==> src/rtl/spiw_pkg.sv <==
package spiw_pkg;
  // Window count and queue lane geometry shared by every unit
  localparam int unsigned SPIW_NUM_CS = 8;
  localparam int unsigned SPIW_CS_W   = $clog2(SPIW_NUM_CS);
  localparam int unsigned SPIW_LANES  = 4;
  localparam int unsigned SPIW_PUSH_W = $clog2(SPIW_LANES + 1);

  // Byte offset of the chip-select policy register
  localparam logic [5:0] SPIW_POLICY_OFS = 6'h20;

  typedef struct packed {
    logic [SPIW_CS_W-1:0] cs;
    logic                 last;   // final byte of one bus store
    logic [7:0]           data;
  } spiw_entry_t;

  typedef enum logic [1:0] {
    SQ_IDLE  = 2'd0,
    SQ_SHIFT = 2'd1,
    SQ_GAP   = 2'd2
  } spiw_seq_e;
endpackage

==> src/rtl/spiw_ingress.sv <==
module spiw_ingress
  import spiw_pkg::*;
#(
  parameter int ADDR_W    = 16,
  parameter int WIN_SHIFT = 12
) (
  input  logic                                  clk,
  input  logic                                  rst_n,
  input  logic                                  wr_valid,
  input  logic                                  wr_ready,
  input  logic [ADDR_W-1:0]                     wr_addr,
  input  logic                                  wr_size,
  input  logic [31:0]                           wr_data,
  input  logic [SPIW_NUM_CS-1:0]                win_en,
  output logic [SPIW_PUSH_W-1:0]                push_n,
  output spiw_entry_t [SPIW_LANES-1:0]          push_lane,
  output logic                                  err_flag
);
  logic [SPIW_CS_W-1:0] win_idx;
  logic                 accept;
  logic                 hit;
  logic                 unused_addr_bits;

  assign win_idx          = wr_addr[WIN_SHIFT +: SPIW_CS_W];
  assign accept           = wr_valid & wr_ready;
  assign hit              = win_en[win_idx];
  assign unused_addr_bits = ^wr_addr;

  always_comb begin
    push_n = '0;
    if (accept && hit) begin
      push_n = wr_size ? SPIW_PUSH_W'(SPIW_LANES) : SPIW_PUSH_W'(1);
    end
  end

  // Word stores fill all lanes little-endian; byte stores use lane 0 only
  always_comb begin
    for (int k = 0; k < SPIW_LANES; k++) begin
      push_lane[k].cs = win_idx;
      if (wr_size) begin
        push_lane[k].data = wr_data[8*k +: 8];
        push_lane[k].last = (k == SPIW_LANES - 1);
      end else begin
        push_lane[k].data = (k == 0) ? wr_data[{wr_addr[1:0], 3'b000} +: 8] : 8'h00;
        push_lane[k].last = (k == 0);
      end
    end
  end

  always_ff @(posedge clk) begin
    if (!rst_n) begin
      err_flag <= 1'b0;
    end else if (accept && !hit) begin
      err_flag <= 1'b1;
    end
  end
endmodule

==> src/rtl/spiw_byte_fifo.sv <==
module spiw_byte_fifo
  import spiw_pkg::*;
#(
  parameter  int DEPTH = 8,   // power of two, at least SPIW_LANES
  localparam int PTR_W = $clog2(DEPTH),
  localparam int CNT_W = $clog2(DEPTH + 1)
) (
  input  logic                         clk,
  input  logic                         rst_n,
  input  logic [SPIW_PUSH_W-1:0]       push_n,
  input  spiw_entry_t [SPIW_LANES-1:0] push_lane,
  input  logic                         pop,
  output spiw_entry_t                  head,
  output logic                         empty,
  output logic [CNT_W-1:0]             free_cnt
);
  spiw_entry_t      mem [DEPTH];
  logic [PTR_W-1:0] wr_ptr;
  logic [PTR_W-1:0] rd_ptr;
  logic [CNT_W-1:0] cnt;

  // Several lanes may land in one cycle
  always_ff @(posedge clk) begin
    for (int k = 0; k < SPIW_LANES; k++) begin
      if (k < int'(push_n)) begin
        mem[wr_ptr + PTR_W'(k)] <= push_lane[k];
      end
    end
  end

  always_ff @(posedge clk) begin
    if (!rst_n) begin
      wr_ptr <= '0;
      rd_ptr <= '0;
      cnt    <= '0;
    end else begin
      wr_ptr <= wr_ptr + PTR_W'(push_n);
      if (pop) begin
        rd_ptr <= rd_ptr + PTR_W'(1);
      end
      cnt <= cnt + CNT_W'(push_n) - CNT_W'(pop);
    end
  end

  assign head     = mem[rd_ptr];
  assign empty    = (cnt == '0);
  assign free_cnt = CNT_W'(DEPTH) - cnt;
endmodule

==> src/rtl/spiw_shifter.sv <==
module spiw_shifter #(
  parameter  int HALF_DIV = 2,
  localparam int DIV_W    = (HALF_DIV > 1) ? $clog2(HALF_DIV) : 1
) (
  input  logic       clk,
  input  logic       rst_n,
  input  logic       load,
  input  logic [7:0] load_byte,
  output logic       sclk,
  output logic       mosi_bit,
  output logic       done
);
  logic [7:0]       sreg;
  logic [DIV_W-1:0] div;
  logic [2:0]       bitn;
  logic             busy;

  // Mode 0: data launched on falling edges, sampled by the target on rising
  always_ff @(posedge clk) begin
    if (!rst_n) begin
      sreg <= '0;
      div  <= '0;
      bitn <= '0;
      busy <= 1'b0;
      sclk <= 1'b0;
      done <= 1'b0;
    end else begin
      done <= 1'b0;
      if (load) begin
        sreg <= load_byte;
        div  <= '0;
        bitn <= '0;
        busy <= 1'b1;
        sclk <= 1'b0;
      end else if (busy) begin
        if (div == DIV_W'(HALF_DIV - 1)) begin
          div  <= '0;
          sclk <= ~sclk;
          if (sclk) begin
            sreg <= {sreg[6:0], 1'b0};
            bitn <= bitn + 3'd1;
            if (bitn == 3'd7) begin
              busy <= 1'b0;
              done <= 1'b1;
            end
          end
        end else begin
          div <= div + DIV_W'(1);
        end
      end
    end
  end

  assign mosi_bit = sreg[7];
endmodule

==> src/rtl/spi_dwin_top.sv <==
module spi_dwin_top
  import spiw_pkg::*;
#(
  parameter int ADDR_W     = 16,
  parameter int WIN_SHIFT  = 12,
  parameter int FIFO_DEPTH = 8,
  parameter int HALF_DIV   = 2
) (
  input  logic                   clk,
  input  logic                   rst_n,
  input  logic                   wr_valid,
  output logic                   wr_ready,
  input  logic [ADDR_W-1:0]      wr_addr,
  input  logic                   wr_size,
  input  logic [31:0]            wr_data,
  input  logic [SPIW_NUM_CS-1:0] win_en,
  input  logic                   reg_we,
  input  logic [5:0]             reg_addr,
  input  logic [31:0]            reg_wdata,
  output logic                   spi_sclk,
  output logic                   spi_mosi,
  output logic [SPIW_NUM_CS-1:0] spi_cs_n,
  output logic                   err_flag
);
  localparam int CNT_W   = $clog2(FIFO_DEPTH + 1);
  localparam int GAP_CYC = 2 * HALF_DIV;
  localparam int GAP_W   = $clog2(GAP_CYC + 1);

  logic [SPIW_PUSH_W-1:0]       push_n;
  spiw_entry_t [SPIW_LANES-1:0] push_lane;
  spiw_entry_t                  head;
  logic                         fifo_empty;
  logic [CNT_W-1:0]             fifo_free;
  logic                         pop;
  logic                         rel_now;
  logic                         shift_done;
  logic                         mosi_bit;

  logic                         rel_mode;
  spiw_seq_e                    state;
  logic                         cs_on;
  logic [SPIW_CS_W-1:0]         cs_sel;
  logic                         last_q;
  logic [GAP_W-1:0]             gap_cnt;

  assign wr_ready = (fifo_free >= CNT_W'(SPIW_LANES));

  spiw_ingress #(
    .ADDR_W    (ADDR_W),
    .WIN_SHIFT (WIN_SHIFT)
  ) u_ingress (
    .clk       (clk),
    .rst_n     (rst_n),
    .wr_valid  (wr_valid),
    .wr_ready  (wr_ready),
    .wr_addr   (wr_addr),
    .wr_size   (wr_size),
    .wr_data   (wr_data),
    .win_en    (win_en),
    .push_n    (push_n),
    .push_lane (push_lane),
    .err_flag  (err_flag)
  );

  spiw_byte_fifo #(
    .DEPTH (FIFO_DEPTH)
  ) u_fifo (
    .clk       (clk),
    .rst_n     (rst_n),
    .push_n    (push_n),
    .push_lane (push_lane),
    .pop       (pop),
    .head      (head),
    .empty     (fifo_empty),
    .free_cnt  (fifo_free)
  );

  spiw_shifter #(
    .HALF_DIV (HALF_DIV)
  ) u_shifter (
    .clk       (clk),
    .rst_n     (rst_n),
    .load      (pop),
    .load_byte (head.data),
    .sclk      (spi_sclk),
    .mosi_bit  (mosi_bit),
    .done      (shift_done)
  );

  // Chip-select policy: zero holds, any nonzero value releases per store
  always_ff @(posedge clk) begin
    if (!rst_n) begin
      rel_mode <= 1'b0;
    end else if (reg_we && reg_addr == SPIW_POLICY_OFS) begin
      rel_mode <= |reg_wdata;
    end
  end

  // Sequencer decisions taken while idle
  always_comb begin
    pop     = 1'b0;
    rel_now = 1'b0;
    if (state == SQ_IDLE) begin
      if (!fifo_empty && (!cs_on || head.cs == cs_sel)) begin
        pop = 1'b1;
      end else if (cs_on && (!fifo_empty || rel_mode)) begin
        rel_now = 1'b1;
      end
    end
  end

  always_ff @(posedge clk) begin
    if (!rst_n) begin
      state   <= SQ_IDLE;
      cs_on   <= 1'b0;
      cs_sel  <= '0;
      last_q  <= 1'b0;
      gap_cnt <= '0;
    end else begin
      unique case (state)
        SQ_IDLE: begin
          if (pop) begin
            cs_on  <= 1'b1;
            cs_sel <= head.cs;
            last_q <= head.last;
            state  <= SQ_SHIFT;
          end else if (rel_now) begin
            cs_on   <= 1'b0;
            gap_cnt <= '0;
            state   <= SQ_GAP;
          end
        end
        SQ_SHIFT: begin
          if (shift_done) begin
            if (last_q && rel_mode) begin
              cs_on   <= 1'b0;
              gap_cnt <= '0;
              state   <= SQ_GAP;
            end else begin
              state <= SQ_IDLE;
            end
          end
        end
        SQ_GAP: begin
          if (gap_cnt == GAP_W'(GAP_CYC - 1)) begin
            state <= SQ_IDLE;
          end else begin
            gap_cnt <= gap_cnt + GAP_W'(1);
          end
        end
        default: state <= SQ_IDLE;
      endcase
    end
  end

  always_comb begin
    spi_cs_n = '1;
    if (cs_on) begin
      spi_cs_n[cs_sel] = 1'b0;
    end
  end

  assign spi_mosi = cs_on & mosi_bit;
endmodule

==> config.mk <==
export PLATFORM = sky130hd
export DESIGN_NAME = spi_dwin_top
export DESIGN_NICKNAME = d
export VERILOG_FILES = /design/src/rtl/spiw_pkg.sv /design/src/rtl/spiw_ingress.sv /design/src/rtl/spiw_byte_fifo.sv /design/src/rtl/spiw_shifter.sv /design/src/rtl/spi_dwin_top.sv
export SDC_FILE = /design/constraint.sdc
export NUM_CORES = 1
export LEC_CHECK = 0
export BUFFER_PORTS_ARGS = -buffer_cell sky130_fd_sc_hd__buf_2
export CORE_MARGIN = 4
export CORE_UTILIZATION = 34
export DETAILED_ROUTE_END_ITERATION = 8
export MAX_ROUTING_LAYER = met4
export PLACE_DENSITY = 0.58
export SYNTH_ARGS = -nofsm -noshare
export SYNTH_HDL_FRONTEND = slang
export SYNTH_HIERARCHICAL = 1
export SYNTH_SLANG_ARGS = --single-unit
==> constraint.sdc <==
create_clock -name clk -period 6 [get_ports clk]
set_clock_uncertainty 0.15 [all_clocks]
set_input_delay 0.3 -clock clk [delete_from_list [all_inputs] [get_ports clk]]
set_output_delay 0.3 -clock clk [all_outputs]
set_load 0.03 [all_outputs]
== Word level (Yosys, flattened, before mapping) ==
Memory sizes are Yosys's and may differ from the RTL's. A register that Yosys moved wholly into a read port is not among the register bits.
Cells that the tools add are included.
Storage, ports and cells
  output and inout bits: 12
  input bits: 99
  memories kept: 1
  RAM bits: 96
  flip-flop bits (word level): 37
Cells by class
  add/subtract/negate cells: 11
  multiplexer cells: 54
  order comparisons: 8
  equal/unequal tests: 13
  shift operators: 1
  reduce and logical (&&, ||, !) cells: 29
  bitwise operators: 7
Memories
  u_fifo.mem: words 8, bits a word 12, read ports 1, clocked after Yosys merged registers in 1, write ports 4, RTL line spiw_byte_fifo.sv:17  | spiw_entry_t mem [DEPTH];
Operators by type and width (count)
  $mux W8: 7
  $reduce_or A32 Y1: 1
  $shiftx A32 B6 Y8: 1
  $mux W3: 9
  $mux W1: 26
  $mux W9: 2
  $add A3 B1 Y3 const B: 4
  $mux W2: 5
  $ne A2 B2 Y1 const B: 5
  $pmux W3 S3: 1
  $reduce_and A3 Y1: 3
  $lt A3 B4 Y1 const B: 2
  $not A8 Y8: 1
  $reduce_bool A2 Y1: 4
  $logic_and A1 B1 Y1: 7
  $add A3 B2 Y3 const B: 2
  $eq A6 B6 Y1 const B: 1
  $lt A1 B3 Y1 const A: 2
  $lt A2 B3 Y1 const A: 2
  $pmux W2 S3: 1
  $reduce_and A6 Y1: 1
  $reduce_or A5 Y1: 1
  $add A4 B3 Y4: 1
  $ge A4 B3 Y1 const B: 1
  25 further kinds: 33

== Logic depth before layout (Yosys ltp) ==
  word-level depth: 10
  mapped depth: 15

== Hierarchy ==
Netlist, hierarchy kept.
By module, submodules not included
  spiw_byte_fifo: cells each 679, instances 1, area an instance 7244.4 sq um
  spi_dwin_top: cells each 96, instances 1, area an instance 739.5 sq um
  spiw_ingress: cells each 106, instances 1, area an instance 696.9 sq um
  spiw_shifter: cells each 73, instances 1, area an instance 604.3 sq um

== Worst setup path after synthesis ==
OpenSTA, ideal clock, no wires.
  kind: reg2reg
  start: reg u_fifo.cnt[0]
  end: mem u_fifo/mem[0][0] (netlist bit), enable pin
  library setup time: 425 ps
  data required time: 5425 ps
  cell stages (with the launch flop): 11
  arrival time: 3405 ps
  buffers on the path: 0
  clock period less this slack: 3980 ps
  slack: 2020 ps
  cells stage by stage: dfxtp_1 -> inv_1 -> ha_1 -> xnor2_1 -> or2_2 -> nand2_1 -> nor3_1 -> nor2_1 -> a21oi_1 -> nor2_1 -> o311ai_0
RTL lines
  from (decl): RTL line spiw_byte_fifo.sv:20  | logic [CNT_W-1:0] cnt;
  from (signal assigned): RTL line spiw_byte_fifo.sv:41  | cnt <= cnt + CNT_W'(push_n) - CNT_W'(pop);
  to (decl): RTL line spiw_byte_fifo.sv:17

==> impl.org <==
** Floorplanning
- Die Y :: 173 um
- Number of primary I/O pins :: 111
- The initial utilization of the core area, before any placement, comes to 34.5%.
- Rows :: 60
- Area of the die :: 30000 um^2
- X dimension of the die :: 173 um
- Core area :: 26900 um^2

** Route
- Detailed routing inserted a total of 7407 vias.
- The detailed router finished its first iteration with 619 violations.
- The first detailed-routing pass took 5 iterations.
- In the routed design, unresolved DRC markers number 0.
- Via density per instance :: 5.61
- Detailed Route WL :: 24.8 mm
- After detailed routing, the average wire length per cell comes to 18.8 um.
- Remaining antenna violation count after routing :: 0

** Clock tree
- Clock tree from TritonCTS :: yes
- Post-cts repair resize count :: 0
- H-tree levels :: 4
- After clock tree synthesis, the clock-pin slew on the worst setup and hold paths is 0.06 ns.
- The clock drives 136 sinks.
- The number of clock buffers added by TritonCTS is 17.
- Insertion delay to the later sink of the worst-skew pair :: 0.43 ns
- For this design, the CTS-stage hold fixing added 0 buffers.
- The clock passes through at most 2 buffers.
- The tree is rooted in a clkbuf_16.
- Post CTS Setup Buffer Count :: 0

** GRT
- Number of global-route vias before repair :: 7166
- Antenna violations before repair :: 0
- Maximum number of pins on one net before global-route repair :: 37
- Across every metal layer, demand over resource in global routing totals 16.9%.
- The total overflow left after global routing is 0.
- The first global-routing pass estimated 40.2 mm of wire.

** Synthesis
- Warnings, synthesis :: 6
- Avg Inst Size Synth :: 9.74 um^2
- After technology mapping, the gate count stands at 953.
- Summing every instance area after synthesis gives 9280 um^2.

** Timing
- Headroom to the max-slew limit came out at 17.5%.
- Minimum clock period after layout :: 4.35 ns
- Dividing the final minimum period by the clock period gives 72.6%.
- Setup violations remaining at the end of the flow were counted as 0.
- Fin. Hold Viols :: 0
- The count of pins over their slew limit is 0.
- At the pin with the least slew margin, the transition time is 1.24 ns.
- Timing would allow up to 0.230 GHz.
- Accumulated negative setup slack :: 0 ns
- RSZ-0062 raised after global routing :: no

** Critical path
- In this run the worst path has a maximum fanout of 20.
- STA puts the critical path data required time at 6.16 ns.
- STA classifies the critical path startpoint as a flop.
- For the worst setup path, the data arrival time is 4.51 ns.
- The critical path is of the flop to flop type.
- Crit end category :: flop

** Pwr
- Cell internal pwr :: 2.65 mW
- Combinational fraction of design power :: 37.1%
- The clock network is responsible for 26.2% of the overall power.
- Flop pwr share :: 36.7%
- VDD sags by at most 0.196 mV.
- Summed over all nets, the switching power comes to 1.46 mW.
- Sw frac :: 35.6%
- In this run the static leakage power is 3.79 nW.
- Dividing total power by cell area gives a power density of 399 nW/um^2.

** Placed design
- Sum of net half-perimeters after detailed placement :: 18.3 mm
- Gpl congestion :: 0.875
- The count of buffers added on input and output ports is 99.

** Job
- Total of max-cap violations :: 0

** Cells and area
- The post-route netlist has 21.0% of its cells at a drive strength greater than 1.
- P&R area growth vs syn :: 11.0%
- End-of-flow core utilization :: 38.3%
- Fill cells :: 2676
- Antenna diodes :: 0
- In the final design database the tool counted 1083 nets.

** Status
- The flow ran to the end, and the final reports show no timing, DRC or antenna violations.

** Worst hold path
- In this run the worst hold path is classified as input pin to flop.
[state kept, by name, summed over array words and instances (netlist names), named ones only]
register,flops
u_shifter/bitn,3
u_shifter/sreg,8
cs_on,1
cs_sel,3
u_fifo/rd_ptr,3
u_shifter/sclk,1
last_q,1
u_fifo/wr_ptr,3
rel_mode,1
u_ingress/err_flag,1
u_fifo/cnt,4
u_shifter/done,1
gap_cnt,3
u_shifter/div,1
u_fifo/mem,96
u_shifter/busy,1
state,2
[final cells by class]
class / instances / area, um^2 / area share (%)
clock buffers: 18 / 429 / 4.17
well taps: 341 / 427 / 4.14
multi-input cells: 674 / 4890 / 47.5
clock inverters: 14 / 170 / 1.65
repair buffers: 114 / 608 / 5.91
inverters: 24 / 90.1 / 0.875
flip-flops and latches: 136 / 3680 / 35.8
[routing by layer]
metal | wire (um) | track usage [%] | up-vias
li1 | - | - | 3566
met1 | 11200 | 22.7 | 3437
met2 | 11200 | 26.1 | 360
met3 | 2020 | 3.61 | 44
met4 | 432 | 4.62 | 0
met5 | 0 | - | -
[power by group through the flow]
stage	logic [mW]	clock network [mW]	registers, mW
floorplan	1.22	0	1.44
detailed placement	1.52	0	1.53
global placement	1.50	0	1.52
CTS	1.53	1.10	1.51
finish	1.53	1.08	1.51
global route	1.69	1.15	1.54
[critical path, stage by stage, from the launching register on]
cell and delay, ns:
dfxtp_1 1.01, mux4_2 0.66, mux2_2 0.31, xor2_1 0.16
o31ai_1 0.32, and3b_1 0.20, buf_4 0.26, ha_1 0.27
inv_1 0.05, ha_1 0.15, inv_1 0.05, fa_1 0.37
xnor2_1 0.13, and2_1 0.14
[path summary, 6_finish.rpt]
path | from | end | slack (ns) | cells after the start
worst max register to register | flop | u_fifo/cnt[2] | 1.65 | 13
worst min register to register | u_shifter/sreg[2] | u_shifter/sreg[2] | 0.31 | 2
worst max-delay path | flop | u_fifo/cnt[2] | 1.65 | 13
worst min-delay path | reg_addr[5] | rel_mode | 0.04 | 3
[metrics by stage]
stage | instances | hold slack [ns] | instance area (um^2) | setup slack (ns) | power, mW
3_3_place_gp | 1289 | 0.290 | 9700 | 1.63 | 3.02
3_5_place_dp | 1289 | 0.298 | 9700 | 1.63 | 3.05
5_1_grt | 1321 | 0.0415 | 10300 | 1.30 | 4.38
6_report | 1321 | 0.0397 | 10300 | 1.65 | 4.11
2_1_floorplan | 955 | 0.275 | 9290 | 2.04 | 2.66
4_1_cts | 1321 | 0.0246 | 10300 | 1.60 | 4.14
[cells in the final DEF (no fill, tap or decap), drive strengths merged, types with 6 or more instances in the layout]
cell / n
xnor2: 10
clkinv: 6
dfxtp: 40
nand2: 94
o22ai: 93
mux4: 24
edfxtp: 96
mux2i: 87
nor2: 27
mux2: 14
ha: 15
or3: 10
inv: 27
nand4: 7
o21ai: 21
xor2: 10
buf: 114
nor4: 8
clkbuf: 18
a31oi: 26
and2: 41
nand3: 15
nor3: 13
a21oi: 96
No activity file was read; power rests on OpenSTA's default activity.
